--- src/rtl/opm_pkg.sv ---
package opm_pkg;
  typedef enum logic [1:0] {
    K_PAIR    = 2'd0,
    K_IMM     = 2'd1,
    K_SINGLE  = 2'd2,
    K_SPECIAL = 2'd3
  } tok_kind_e;

  typedef enum logic [1:0] {
    ST_IDLE = 2'd0,
    ST_TNF  = 2'd1,
    ST_MRD  = 2'd2,
    ST_MEV  = 2'd3
  } opm_state_e;
endpackage

--- src/rtl/opm_ctrl.sv ---
module opm_ctrl
  import opm_pkg::*;
(
  input  logic       clk_i,
  input  logic       rst_ni,
  input  logic       tok_valid_i,
  input  tok_kind_e  kind_i,
  input  tok_kind_e  kind_q_i,
  output opm_state_e state_o,
  output logic       accept_o
);
  opm_state_e state_q, state_d;

  assign accept_o = tok_valid_i && (state_q == ST_IDLE);
  assign state_o  = state_q;

  always_comb begin
    state_d = state_q;
    unique case (state_q)
      ST_IDLE: if (accept_o && kind_i != K_SPECIAL) state_d = ST_TNF;
      ST_TNF:  state_d = ST_MRD;
      ST_MRD:  state_d = (kind_q_i == K_SINGLE) ? ST_IDLE : ST_MEV;
      ST_MEV:  state_d = ST_IDLE;
      default: state_d = ST_IDLE;
    endcase
  end

  always_ff @(posedge clk_i or negedge rst_ni) begin
    if (!rst_ni) state_q <= ST_IDLE;
    else         state_q <= state_d;
  end
endmodule

--- src/rtl/opm_port.sv ---
module opm_port
  import opm_pkg::*;
#(
  parameter int DW = 32,
  parameter int AW = 10,
  parameter int OW = 6
) (
  input  opm_state_e      state_i,
  input  tok_kind_e       kind_q_i,
  input  logic [AW-1:0]   seg_q_i,
  input  logic [OW-1:0]   off_q_i,
  input  logic [DW-1:0]   data_q_i,
  input  logic [DW:0]     rdata_i,
  output logic            req_o,
  output logic            we_o,
  output logic [AW-1:0]   addr_o,
  output logic [DW:0]     wdata_o,
  output logic            hit_o
);
  localparam int FLAG = DW;
  logic [AW-1:0] match_addr;

  // slot 0 of a segment holds the template number
  assign match_addr = seg_q_i + AW'(off_q_i) + AW'(1);
  assign hit_o      = rdata_i[FLAG];

  always_comb begin
    req_o   = 1'b0;
    we_o    = 1'b0;
    addr_o  = seg_q_i;
    wdata_o = '0;
    unique case (state_i)
      ST_TNF: req_o = 1'b1;
      ST_MRD: begin
        if (kind_q_i != K_SINGLE) begin
          req_o  = 1'b1;
          addr_o = match_addr;
        end
      end
      ST_MEV: begin
        if (kind_q_i == K_PAIR) begin
          req_o   = 1'b1;
          we_o    = 1'b1;
          addr_o  = match_addr;
          wdata_o = hit_o ? {1'b0, rdata_i[DW-1:0]} : {1'b1, data_q_i};
        end
      end
      default: ;
    endcase
  end
endmodule

--- src/rtl/opm_out.sv ---
module opm_out #(
  parameter int DW = 32,
  parameter int OW = 6,
  parameter int TW = 8
) (
  input  logic          clk_i,
  input  logic          rst_ni,
  input  logic          emit_i,
  input  logic [1:0]    kind_i,
  input  logic [TW-1:0] tmpl_i,
  input  logic [OW-1:0] off_i,
  input  logic [DW-1:0] left_i,
  input  logic [DW-1:0] right_i,
  output logic          valid_o,
  output logic [1:0]    kind_o,
  output logic [TW-1:0] tmpl_o,
  output logic [OW-1:0] off_o,
  output logic [DW-1:0] left_o,
  output logic [DW-1:0] right_o
);
  always_ff @(posedge clk_i or negedge rst_ni) begin
    if (!rst_ni) begin
      valid_o <= 1'b0;
      kind_o  <= '0;
      tmpl_o  <= '0;
      off_o   <= '0;
      left_o  <= '0;
      right_o <= '0;
    end else begin
      valid_o <= emit_i;
      if (emit_i) begin
        kind_o  <= kind_i;
        tmpl_o  <= tmpl_i;
        off_o   <= off_i;
        left_o  <= left_i;
        right_o <= right_i;
      end
    end
  end
endmodule

--- src/rtl/opmatch_unit.sv ---
module opmatch_unit
  import opm_pkg::*;
#(
  parameter int DW = 32,
  parameter int AW = 10,
  parameter int OW = 6,
  parameter int TW = 8
) (
  input  logic          clk_i,
  input  logic          rst_ni,
  input  logic          tok_valid_i,
  output logic          tok_ready_o,
  input  logic [1:0]    tok_kind_i,
  input  logic [AW-1:0] tok_seg_i,
  input  logic [OW-1:0] tok_off_i,
  input  logic [DW-1:0] tok_data_i,
  output logic          mem_req_o,
  output logic          mem_we_o,
  output logic [AW-1:0] mem_addr_o,
  output logic [DW:0]   mem_wdata_o,
  input  logic [DW:0]   mem_rdata_i,
  output logic          out_valid_o,
  output logic [1:0]    out_kind_o,
  output logic [TW-1:0] out_tmpl_o,
  output logic [OW-1:0] out_off_o,
  output logic [DW-1:0] out_left_o,
  output logic [DW-1:0] out_right_o
);
  tok_kind_e     kind_in, kind_q;
  opm_state_e    state;
  logic          accept, hit, emit;
  logic [AW-1:0] seg_q;
  logic [OW-1:0] off_q;
  logic [DW-1:0] data_q;
  logic [TW-1:0] tmpl_q;
  logic [1:0]    e_kind;
  logic [TW-1:0] e_tmpl;
  logic [OW-1:0] e_off;
  logic [DW-1:0] e_left, e_right;

  assign kind_in     = tok_kind_e'(tok_kind_i);
  assign tok_ready_o = (state == ST_IDLE);

  opm_ctrl u_ctrl (
    .clk_i, .rst_ni, .tok_valid_i,
    .kind_i(kind_in), .kind_q_i(kind_q),
    .state_o(state), .accept_o(accept)
  );

  always_ff @(posedge clk_i or negedge rst_ni) begin
    if (!rst_ni) begin
      kind_q <= K_PAIR;
      seg_q  <= '0;
      off_q  <= '0;
      data_q <= '0;
      tmpl_q <= '0;
    end else begin
      if (accept) begin
        kind_q <= kind_in;
        seg_q  <= tok_seg_i;
        off_q  <= tok_off_i;
        data_q <= tok_data_i;
      end
      if (state == ST_MRD) tmpl_q <= mem_rdata_i[TW-1:0];
    end
  end

  opm_port #(.DW(DW), .AW(AW), .OW(OW)) u_port (
    .state_i(state), .kind_q_i(kind_q), .seg_q_i(seg_q), .off_q_i(off_q),
    .data_q_i(data_q), .rdata_i(mem_rdata_i),
    .req_o(mem_req_o), .we_o(mem_we_o), .addr_o(mem_addr_o),
    .wdata_o(mem_wdata_o), .hit_o(hit)
  );

  always_comb begin
    emit    = 1'b0;
    e_kind  = kind_q;
    e_tmpl  = tmpl_q;
    e_off   = off_q;
    e_left  = data_q;
    e_right = '0;
    if (accept && kind_in == K_SPECIAL) begin
      emit   = 1'b1;
      e_kind = K_SPECIAL;
      e_tmpl = '0;
      e_off  = tok_off_i;
      e_left = tok_data_i;
    end else if (state == ST_MRD && kind_q == K_SINGLE) begin
      emit   = 1'b1;
      e_tmpl = mem_rdata_i[TW-1:0];
    end else if (state == ST_MEV && kind_q == K_IMM) begin
      emit    = 1'b1;
      e_right = mem_rdata_i[DW-1:0];
    end else if (state == ST_MEV && kind_q == K_PAIR && hit) begin
      emit    = 1'b1;
      e_left  = mem_rdata_i[DW-1:0];
      e_right = data_q;
    end
  end

  opm_out #(.DW(DW), .OW(OW), .TW(TW)) u_out (
    .clk_i, .rst_ni, .emit_i(emit),
    .kind_i(e_kind), .tmpl_i(e_tmpl), .off_i(e_off),
    .left_i(e_left), .right_i(e_right),
    .valid_o(out_valid_o), .kind_o(out_kind_o), .tmpl_o(out_tmpl_o),
    .off_o(out_off_o), .left_o(out_left_o), .right_o(out_right_o)
  );

  p_special_bypass_r2: assert property (@(posedge clk_i) disable iff (!rst_ni)
    (out_valid_o && out_kind_o == 2'd3) |->
      $past(tok_valid_i && tok_ready_o && tok_kind_i == 2'd3));

  p_tmpl_read_base_r3: assert property (@(posedge clk_i) disable iff (!rst_ni)
    (state == ST_MRD) |-> $past(mem_req_o && !mem_we_o && mem_addr_o == seg_q));

  p_write_after_read_r5: assert property (@(posedge clk_i) disable iff (!rst_ni)
    mem_we_o |-> ($past(mem_req_o && !mem_we_o) && mem_addr_o == $past(mem_addr_o)));

  p_set_is_silent_r5: assert property (@(posedge clk_i) disable iff (!rst_ni)
    (mem_we_o && mem_wdata_o[DW]) |=> !out_valid_o);

  p_clear_emits_pair_r6: assert property (@(posedge clk_i) disable iff (!rst_ni)
    (mem_we_o && !mem_wdata_o[DW]) |=> (out_valid_o && out_kind_o == 2'd0));

  p_imm_no_write_r7: assert property (@(posedge clk_i) disable iff (!rst_ni)
    (out_valid_o && out_kind_o == 2'd1) |-> !$past(mem_we_o));

  p_idle_quiet_r10: assert property (@(posedge clk_i) disable iff (!rst_ni)
    tok_ready_o |-> !mem_req_o);
endmodule

--- config.mk ---
export PLATFORM = sky130hd
export DESIGN_NAME = opmatch_unit
export DESIGN_NICKNAME = d
export VERILOG_FILES = /design/src/rtl/opm_pkg.sv /design/src/rtl/opm_ctrl.sv /design/src/rtl/opm_port.sv /design/src/rtl/opm_out.sv /design/src/rtl/opmatch_unit.sv
export SDC_FILE = /design/constraint.sdc
export NUM_CORES = 1
export LEC_CHECK = 0
export CAP_MARGIN = 0
export CORE_UTILIZATION = 51
export DETAILED_ROUTE_END_ITERATION = 16
export PLACE_DENSITY = 0.82
export SLEW_MARGIN = 20
export SYNTH_ARGS = -nofsm -noshare
export SYNTH_HDL_FRONTEND = slang
export SYNTH_SLANG_ARGS = --single-unit
--- constraint.sdc ---
create_clock -name clk_i -period 4.14 [get_ports clk_i]
set_input_delay 0.414 -clock clk_i [delete_from_list [all_inputs] [get_ports clk_i]]
set_output_delay 0.414 -clock clk_i [all_outputs]
set_load 0.03 [all_outputs]
==> results.sh, run 1 <==
export IMPL_avgViaCountPerCell=5.78
export IMPL_finalSetupViolCount=0
export IMPL_clkTransAtPathRegs_ns=0.05
export IMPL_ir_worst_vdd_v=0.000541
export IMPL_crit_fanout=2
export IMPL_firstDrtPassIters=7
export IMPL_area_delta_synth_final_pct=39.8
export IMPL_synth_area_mm2=0.00700
export IMPL_maxCapViolCount=0
export IMPL_drc_errors=0
export IMPL_cts_buffers=17
export IMPL_r2r_end="u_out.left_o[6]"
export IMPL_cts_tree="built"
export IMPL_dieArea_mm2=0.0142
export IMPL_ys_ff_latch=141
export IMPL_relSlewSlack_pct=42.0
export IMPL_hpwl_mm=13.4
export IMPL_synth_edff_count=0
export IMPL_end_kind="output port"
export IMPL_synth_top_area_share_pct=50.4
export IMPL_nets=983
export IMPL_grt_usage_pct=29.8
export IMPL_clock_path_buffers=2
export IMPL_antenna_found_initial=0
export IMPL_fin_ws_ns=0.446
export IMPL_fmax_ghz=0.271
export IMPL_finalPower_uw=8000
export IMPL_critPathLaunchType="register"
export IMPL_grt_max_degree=87
export IMPL_rsz0062_at_grt="false"
export IMPL_min_period_ns=3.69
export IMPL_wl_mm=20.4
export IMPL_post_place_ws_ns=0.910
export IMPL_htreeDepth=4
export IMPL_hp_class="in2async"
export IMPL_io_pins=213
export IMPL_cp_data_required_time_ns=3.73
export IMPL_tightest_slew_ns=0.870
export IMPL_drtIter0Drc=518
export IMPL_ant_nets=0
export IMPL_cts_sinks=141
export IMPL_synthCells=701
export IMPL_timing_hold_ws_ns=0.0404
export IMPL_drive_above_1_share_pct=11.4
export IMPL_synthTopCellsByArea="dfrtp_1 50%, mux2_2 9.0%, nand2_1 6.8%"
export IMPL_synth_seq_area_share_pct=50.4
export IMPL_yosysUniqueCellTypes=39
export IMPL_wl_per_cell_um=18.9
export IMPL_gp_congestion=0.862
export IMPL_grt_pass1_vias=6558
export IMPL_core_area_mm2=0.0133
export IMPL_post_cts_buffers=0
export IMPL_ff2ff_path_depth=7
export IMPL_status="completed"
export IMPL_p_leak_uw=0.00450
export IMPL_grt_overflow=0
export IMPL_clk_latency_ns=0.42
export IMPL_yosysWarnings=0
export IMPL_synth_nets=794
export IMPL_async_flop_share_pct=100
export IMPL_cts_root_buf="clkbuf_16"
export IMPL_vias=6233
export IMPL_finClkSkew_ns=0.00592
export IMPL_placed_area_mm2=0.00917
export IMPL_post_cts_resized=0
export IMPL_fp_dieW_um=119
export IMPL_reg2reg_slack_ns=1.18
export IMPL_grt_first_pass_wirelength_mm=32.9
export IMPL_powerDensity_mw_per_mm2=818
export IMPL_hold_viol_final=0
export IMPL_drv_slew=0
export IMPL_yosys_most_used_dff="dfrtp_1"
export IMPL_r2r_start="u_ctrl.state_o[0]"
export IMPL_port_buffers=212
export IMPL_start_util_pct=52.6
export IMPL_die_h_um=119
export IMPL_n_antenna_cell=0
export IMPL_synth_avg_cell_area_um2=9.98
export IMPL_yosys_area_top_type="dfrtp_1"
export IMPL_rows=42
export IMPL_min_period_over_period_pct=89.2
export IMPL_worstPathArrival_ns=3.28
export IMPL_setup_worst_path_class="reg2out"
export IMPL_design_area_mm2=0.00979
export IMPL_postCtsHoldBufs=0
export IMPL_setup_tns_ns=0
[per-stage QoR]
step	util, %	instances
floorplan	-	701
global placement	69.0	1047
detailed placement	69.0	1047
CTS	73.6	1079
global route	73.6	1079
finish	73.6	1079
[layout make-up]
type                    count  area [um2]
fillers                   940        3510
multi-input cells         470        3090
clock inverters             7         135
repair buffers            223        2200
inverters                  37         139
flip-flops and latches    141        3530
well taps                 176         220
clock buffers              25         475
[layout by cell type, fill, tap and decap left out, types with 5 or more instances in the layout]
cell / count
xnor2_1: 5
a211oi_1: 8
nor2_1: 48
ha_1: 6
a31oi_1: 6
inv_1: 36
mux2i_1: 40
clkbuf_1: 6
and3_1: 34
clkbuf_16: 17
buf_4: 11
o21ai_1: 17
mux2_2: 56
o21ai_0: 53
a222oi_1: 32
dfrtp_1: 141
o21a_1: 5
nand2_1: 127
clkdlybuf4s50_1: 210
[critical path, cell delays in order (launching register included)]
cell and delay, ns:
dfrtp_1 0.38, inv_1 0.08, ha_1 0.17, inv_1 0.06, fa_1 0.42, a21o_1 0.21
a21oi_1 0.21, nor2b_1 0.09, o311ai_0 0.37, xnor2_1 0.17, clkdlybuf4s50_1 0.70
[cell families (layout without fill, tap and decap cells)]
family,count (synthesis),after routing,share of synthesized area (%)
simple gates,230,230,14.4
mux,96,96,14.7
buf+inv,90,292,5.72
compound gates,131,131,12.6
fa+ha+maj,7,7,1.36
flops,141,141,50.4
xor+xnor,6,6,0.751
[report_power, final]
group / switching (uW) / internal (uW)
registers: 473 / 2000
logic: 2200 / 1750
clock network: 548 / 1040
total: 3220 / 4790
[metal layers]
layer	vias to the layer above	global-route usage, %	wire length, um
met4	0	13.8	566
met2	275	50.7	10400
met3	39	5.94	1320
li1	2823	-	-
met5	-	0	0
met1	3096	36.3	8110
[synthesized netlist by cell type (all sizes together), types with 3 or more instances]
library cell,n
nand2,127
nand2b,5
o21a,5
clkbuf,33
a211oi,8
a31oi,6
a222oi,32
and3,35
nor2b,3
ha,6
buf,20
o21ai,71
mux2i,40
inv,37
mux2,56
nand3,4
dfrtp,141
nor2,48
xnor2,5
[registers in the layout (all words and copies together) (netlist names), 6 cells and up]
signal         count
data_q            32
off_q              6
seg_q             10
tmpl_q             8
u_out.left_o      32
u_out.off_o        6
u_out.right_o     32
u_out.tmpl_o       8
[worst max-delay path by stage]
stage / start / to / slack, ns / cells past startpoint
after floorplan: seg_q[1] / mem_addr_o[5] / 1.56 / 6
after global placement: seg_q[0] / mem_addr_o[8] / 0.99 / 10
after detailed placement: seg_q[0] / mem_addr_o[6] / 0.91 / 10
after CTS: off_q[0] / mem_addr_o[6] / 0.42 / 10
after global routing: off_q[0] / mem_addr_o[6] / 0.19 / 10
final: off_q[0] / mem_addr_o[6] / 0.45 / 10
Power figures use the tool's default switching activity.
==> run 2, diff against run 1 <==
--- a/config.mk
+++ b/config.mk
@@ -6,10 +6,14 @@
 export NUM_CORES = 1
 export LEC_CHECK = 0
 export CAP_MARGIN = 0
-export CORE_UTILIZATION = 51
+export CELL_PAD_IN_SITES_DETAIL_PLACEMENT = 2
+export CELL_PAD_IN_SITES_GLOBAL_PLACEMENT = 2
+export CORE_UTILIZATION = 34
 export DETAILED_ROUTE_END_ITERATION = 16
-export PLACE_DENSITY = 0.82
+export PLACE_DENSITY = 0.83
+export SETUP_SLACK_MARGIN = 0.15
 export SLEW_MARGIN = 20
 export SYNTH_ARGS = -nofsm -noshare
 export SYNTH_HDL_FRONTEND = slang
+export SYNTH_HIERARCHICAL = 1
 export SYNTH_SLANG_ARGS = --single-unit
==> results.sh, run 2 <==
export IMPL_dieArea_mm2=0.0245
export IMPL_status="completed"
export IMPL_drtIter0Drc=240
export IMPL_grt_usage_pct=24.2
export IMPL_synth_area_mm2=0.00811
export IMPL_synthTopCellsByCount="141 x dfrtp_1, 103 x nor2_1, 80 x mux2_4"
export IMPL_p_sw_uw=3910
export IMPL_final_common_cell="clkdlybuf4s50_1"
export IMPL_combPwrFrac_pct=53.3
export IMPL_cp_slowest_cell="clkdlybuf4s50_1"
export IMPL_relSlewSlack_pct=33.9
export IMPL_drc_errors=0
export IMPL_start_util_pct=34.7
export IMPL_area_delta_synth_final_pct=35.9
export IMPL_ys_ff_latch=141
export IMPL_powerDensity_mw_per_mm2=852
export IMPL_layout_common_cells="210 x clkdlybuf4s50_1, 141 x dfrtp_1, 103 x nor2_1, 80 x mux2_4, 56 x mux2_2"
export IMPL_final_core_util_pct=47.1
export IMPL_wl_per_cell_um=23.3
export IMPL_synthCells=727
export IMPL_ant_nets=0
export IMPL_avgViaCountPerCell=5.35
export IMPL_htreeDepth=4
export IMPL_ir_worst_vdd_v=0.000305
export IMPL_yosysWarnings=6
export IMPL_synth_avg_cell_area_um2=11.2
export IMPL_timing_hold_ws_ns=0.0973
export IMPL_finalSetupViolCount=0
export IMPL_synth_top_area_share_pct=43.5
export IMPL_p_leak_uw=0.00467
export IMPL_port_buffers=212
export IMPL_worstPathArrival_ns=3.00
export IMPL_cp_cell_sequence="inv_1 > ha_1 > fa_1 > nor2b_1 > o31a_1 > nor3_1 > nor3_1 > xor2_1 > clkdlybuf4s50_1"
export IMPL_grt_overflow=0
export IMPL_rows=56
export IMPL_p_seq_share_pct=27.7
export IMPL_pwr_share_clk_pct=19.0
export IMPL_gp_congestion=0.767
export IMPL_die_h_um=156
export IMPL_cp_common_cell="nor3_1"
export IMPL_io_pins=213
export IMPL_clock_path_buffers=2
export IMPL_yosys_most_used_dff="dfrtp_1"
export IMPL_cts_root_buf="clkbuf_16"
export IMPL_drv_slew=0
export IMPL_hp_class="in2async"
export IMPL_power_internal_uw=5480
export IMPL_cts_buffers=17
export IMPL_nets=1004
export IMPL_yosysUniqueCellTypes=47
export IMPL_max_stage_delay_ns=0.68
export IMPL_min_period_over_period_pct=82.5
export IMPL_post_cts_resized=0
export IMPL_reg_top3="data_q (32), u_out/left_o (32), u_out/right_o (32)"
export IMPL_hold_viol_final=0
export IMPL_core_area_mm2=0.0234
export IMPL_finClkSkew_ns=0.0113
export IMPL_crit_fanout=3
export IMPL_hpwl_mm=19.0
export IMPL_yosys_area_top_type="dfrtp_1"
export IMPL_grt_first_pass_wirelength_mm=44.7
export IMPL_cts_tree="built"
export IMPL_fmax_ghz=0.293
export IMPL_grt_max_degree=101
export IMPL_synth_edff_count=0
export IMPL_reg2reg_slack_ns=1.53
export IMPL_async_flop_share_pct=100
export IMPL_n_antenna_cell=0
export IMPL_maxCapViolCount=0
export IMPL_post_cts_buffers=0
export IMPL_grt_pass1_vias=7548
export IMPL_critPathLaunchType="register"
export IMPL_synth_nets=820
export IMPL_end_kind="output port"
export IMPL_drive_above_1_share_pct=22.0
export IMPL_synth_seq_area_share_pct=43.5
export IMPL_antenna_found_initial=0
export IMPL_clkTransAtPathRegs_ns=0.07
export IMPL_clk_latency_ns=0.42
export IMPL_min_period_ns=3.42
export IMPL_postCtsHoldBufs=0
export IMPL_synthTopCellsByArea="dfrtp_1 43%, mux2_4 15%, mux2_2 7.8%"
export IMPL_cp_data_required_time_ns=3.73
export IMPL_firstDrtPassIters=4
export IMPL_tightest_slew_ns=0.992
export IMPL_yosysMostFrequentCell="dfrtp_1"
export IMPL_setup_worst_path_class="reg2out"
export IMPL_wl_mm=29.0
export IMPL_finalPower_uw=9390
export IMPL_rsz0062_at_grt="false"
export IMPL_fp_dieW_um=156
export IMPL_swShare_pct=41.6
export IMPL_setup_tns_ns=0
export IMPL_cts_sinks=141
export IMPL_vias=6651
[run 2: cell families after synthesis]
family / after synthesis / synth area share (%)
AO/OA/AOI/OAI: 153 / 11.8
XOR/XNOR: 5 / 0.540
adder cells (fa/ha/maj): 7 / 1.17
buffers and inverters: 72 / 6.15
flip-flops: 141 / 43.5
AND/OR/NAND/NOR: 176 / 9.67
multiplexers: 173 / 27.2
[run 2: metal layers]
layer  vias to the layer above  global-route usage, %  routed length, um  share of wire, %
li1                       2986                      -                  -                 -
met3                        38                   3.74               1320               4.6
met1                      3430                   29.8              12300                42
met2                       197                   42.6              14800                51
met5                         -                      0                  0                 0
met4                         0                   8.78                612               2.1
[run 2: worst paths after layout]
check                                  start          endpoint  depth (start not counted)
max in group asynchronous             rst_ni  u_out/left_o[11]                          2
max reg2reg                u_ctrl/state_o[1]  u_out/left_o[30]                          5
min in group clk_i                 tmpl_q[5]         tmpl_q[5]                          1
min                                   rst_ni  u_out/right_o[8]                          1
min reg2reg                        tmpl_q[5]         tmpl_q[5]                          1
max                                 seg_q[0]     mem_addr_o[8]                          9
[run 2: per-stage QoR]
| step | instances | setup WS, ns | cell area [um2] |
|---|---|---|---|
| 3_5_place_dp | 1211 | 1.16 | 10400 |
| 5_1_grt | 1243 | 0.550 | 11000 |
| 3_3_place_gp | 1211 | 1.22 | 10400 |
| 4_1_cts | 1243 | 0.687 | 11000 |
| 2_1_floorplan | 727 | 1.71 | 8110 |
| 6_report | 1243 | 0.723 | 11000 |
[run 2: power groups by stage]
| stage | Combinational [uW] | Sequential, uW | Clock, uW |
|---|---|---|---|
| 2_1_floorplan | 2880 | 3040 | 0 |
| 3_3_place_gp | 4840 | 2550 | 0 |
| 3_5_place_dp | 5000 | 2600 | 0 |
| 4_1_cts | 5060 | 2610 | 1830 |
| 5_1_grt | 5290 | 2690 | 1870 |
| 6_report | 5010 | 2600 | 1790 |
[run 2: area by class of cell]
class / instances / area (um2)
clock buffers: 18 / 429
multi-input cells: 514 / 4120
inverters: 9 / 33.8
fillers: 2403 / 12400
repair buffers: 228 / 2280
clock inverters: 14 / 240
flip-flops and latches: 141 / 3530
well taps: 319 / 399
[run 2: critical path: cells and delay by family (launching register included)]
kind	cells	cell delay (ns)
XOR/XNOR	1	0.16
flip-flops	1	0.36
adder cells (fa/ha/maj)	2	0.63
AO/OA/AOI/OAI	1	0.17
buffers and inverters	2	0.73
AND/OR/NAND/NOR	3	0.52
==> run 3, diff against run 2 <==
--- a/config.mk
+++ b/config.mk
@@ -8,9 +8,9 @@
 export CAP_MARGIN = 0
 export CELL_PAD_IN_SITES_DETAIL_PLACEMENT = 2
 export CELL_PAD_IN_SITES_GLOBAL_PLACEMENT = 2
-export CORE_UTILIZATION = 34
+export CORE_UTILIZATION = 28
 export DETAILED_ROUTE_END_ITERATION = 16
-export PLACE_DENSITY = 0.83
+export PLACE_DENSITY = 0.73
 export SETUP_SLACK_MARGIN = 0.15
 export SLEW_MARGIN = 20
 export SYNTH_ARGS = -nofsm -noshare
==> constraint.sdc (replaced) <==
create_clock -name clk_i -period 2.89 [get_ports clk_i]
set_input_delay 0.289 -clock clk_i [delete_from_list [all_inputs] [get_ports clk_i]]
set_output_delay 0.289 -clock clk_i [all_outputs]
set_load 0.03 [all_outputs]
==> results.sh, run 3 (same netlist as run 2, synthesis figures left out) <==
export IMPL_worstPathArrival_ns=2.39
export IMPL_final_common_cell="clkdlybuf4s50_1"
export IMPL_n_antenna_cell=0
export IMPL_grt_usage_pct=20.3
export IMPL_hp_class="in2async"
export IMPL_grt_pass1_vias=7553
export IMPL_tightest_slew_ns=0.817
export IMPL_firstDrtPassIters=4
export IMPL_min_period_over_period_pct=92.5
export IMPL_layout_common_cells="182 x clkdlybuf4s50_1, 141 x dfrtp_1, 103 x nor2_1, 80 x mux2_4, 56 x mux2_2"
export IMPL_drtIter0Drc=316
export IMPL_rows=61
export IMPL_htreeDepth=4
export IMPL_vias=6729
export IMPL_reg2reg_slack_ns=0.67
export IMPL_rsz0062_at_grt="true"
export IMPL_end_kind="output port"
export IMPL_wl_per_cell_um=22.3
export IMPL_nets=1019
export IMPL_core_area_mm2=0.0282
export IMPL_cts_buffers=17
export IMPL_drive_above_1_share_pct=24.8
export IMPL_r2r_start="u_ctrl/state_o[1]"
export IMPL_cts_root_buf="clkbuf_16"
export IMPL_ff2ff_path_depth=6
export IMPL_ant_nets=0
export IMPL_fmax_ghz=0.374
export IMPL_status="completed"
export IMPL_finClkSkew_ns=0.0117
export IMPL_start_util_pct=28.8
export IMPL_io_pins=213
export IMPL_clock_path_buffers=2
export IMPL_post_place_ws_ns=0.0299
export IMPL_grt_max_degree=65
export IMPL_cts_sinks=141
export IMPL_ir_worst_vdd_v=0.000551
export IMPL_drv_slew=0
export IMPL_clk_latency_ns=0.42
export IMPL_dieArea_mm2=0.0297
export IMPL_wl_mm=29.3
export IMPL_port_buffers=212
export IMPL_hpwl_mm=19.0
export IMPL_critPathLaunchType="register"
export IMPL_crit_fanout=3
export IMPL_r2r_end="u_out/left_o[29]"
export IMPL_cp_data_required_time_ns=2.60
export IMPL_setup_tns_ns=0
export IMPL_min_period_ns=2.67
export IMPL_setup_worst_path_class="reg2out"
export IMPL_gp_congestion=0.786
export IMPL_finalPower_uw=13400
export IMPL_avgViaCountPerCell=5.11
export IMPL_layout_cells_non_filler=1317
export IMPL_area_delta_synth_final_pct=39.2
export IMPL_timing_hold_ws_ns=0.410
export IMPL_clkTransAtPathRegs_ns=0.07
export IMPL_antenna_found_initial=1
export IMPL_cts_tree="built"
export IMPL_fin_ws_ns=0.216
export IMPL_grt_first_pass_wirelength_mm=45.5
export IMPL_reg_top3="data_q (32), u_out/left_o (32), u_out/right_o (32)"
export IMPL_powerDensity_mw_per_mm2=1180
export IMPL_dp_cells=1281
export IMPL_hold_viol_final=0
export IMPL_maxCapViolCount=0
export IMPL_fp_dieW_um=172
export IMPL_relSlewSlack_pct=45.5
export IMPL_die_h_um=172
export IMPL_finalSetupViolCount=0
export IMPL_p_leak_uw=0.00503
export IMPL_grt_overflow=0
export IMPL_drc_errors=0
[run 3: power by group]
group | switching [uW] | total, uW | internal [uW] | leakage [uW]
combinational | 3930 | 7450 | 3510 | 0.00303
clock | 932 | 2300 | 1360 | 0.000276
sequential | 738 | 3620 | 2890 | 0.00173
[run 3: how the worst max path moves through the flow]
| stage | startpoint | end | cells after the start |
|---|---|---|---|
| after floorplan | seg_q[0] | mem_addr_o[8] | 8 |
| after global placement | seg_q[0] | mem_addr_o[8] | 9 |
| after detailed placement | off_q[0] | mem_addr_o[8] | 9 |
| after CTS | off_q[0] | mem_addr_o[8] | 9 |
| after global routing | off_q[0] | mem_addr_o[8] | 9 |
| final | off_q[0] | mem_addr_o[6] | 9 |
[run 3: repair_timing]
| item | CTS | global route |
|---|---|---|
| cloned | 0 | 0 |
| setup endpoints to repair | 9 | 23 |
| resized for setup | 21 | 36 |
| pin swaps | 0 | 7 |
| hold endpoints to repair | 52 | 0 |
| buffers inserted | 0 | 3 |
| hold buffers | 1 | 0 |
[run 3: cell type report]
class	instances	area (um2)
inverters	9	33.8
clock buffers	19	433
well taps	378	473
fillers	2912	16900
multi-input cells	514	4170
clock inverters	13	164
flip-flops and latches	141	3530
repair buffers	243	2490
[run 3: layer usage]
metal / GRT usage (%) / wire length [um] / vias to the layer above
met2: 35.3 / 14500 / 187
li1: - / - / 3008
met4: 4.96 / 365 / 2
met3: 3.71 / 1320 / 29
met5: 0 / 13 / -
met1: 25.9 / 13100 / 3503
[run 3: stage by stage]
step,util (%),area [um2]
global placement,37.6,10600
floorplan,-,8110
CTS,39.8,11200
finish,40.1,11300
detailed placement,37.6,10600
global route,40.1,11300
[run 3: worst max-delay path, cell delays in order (launching register included)]
cell and delay (ns):
dfrtp_1 0.38, inv_2 0.06, ha_4 0.16, fa_2 0.39, nor2b_4 0.13, o31a_1 0.21
nor3_2 0.08, nor3_2 0.22, xnor2_1 0.14, buf_4 0.18
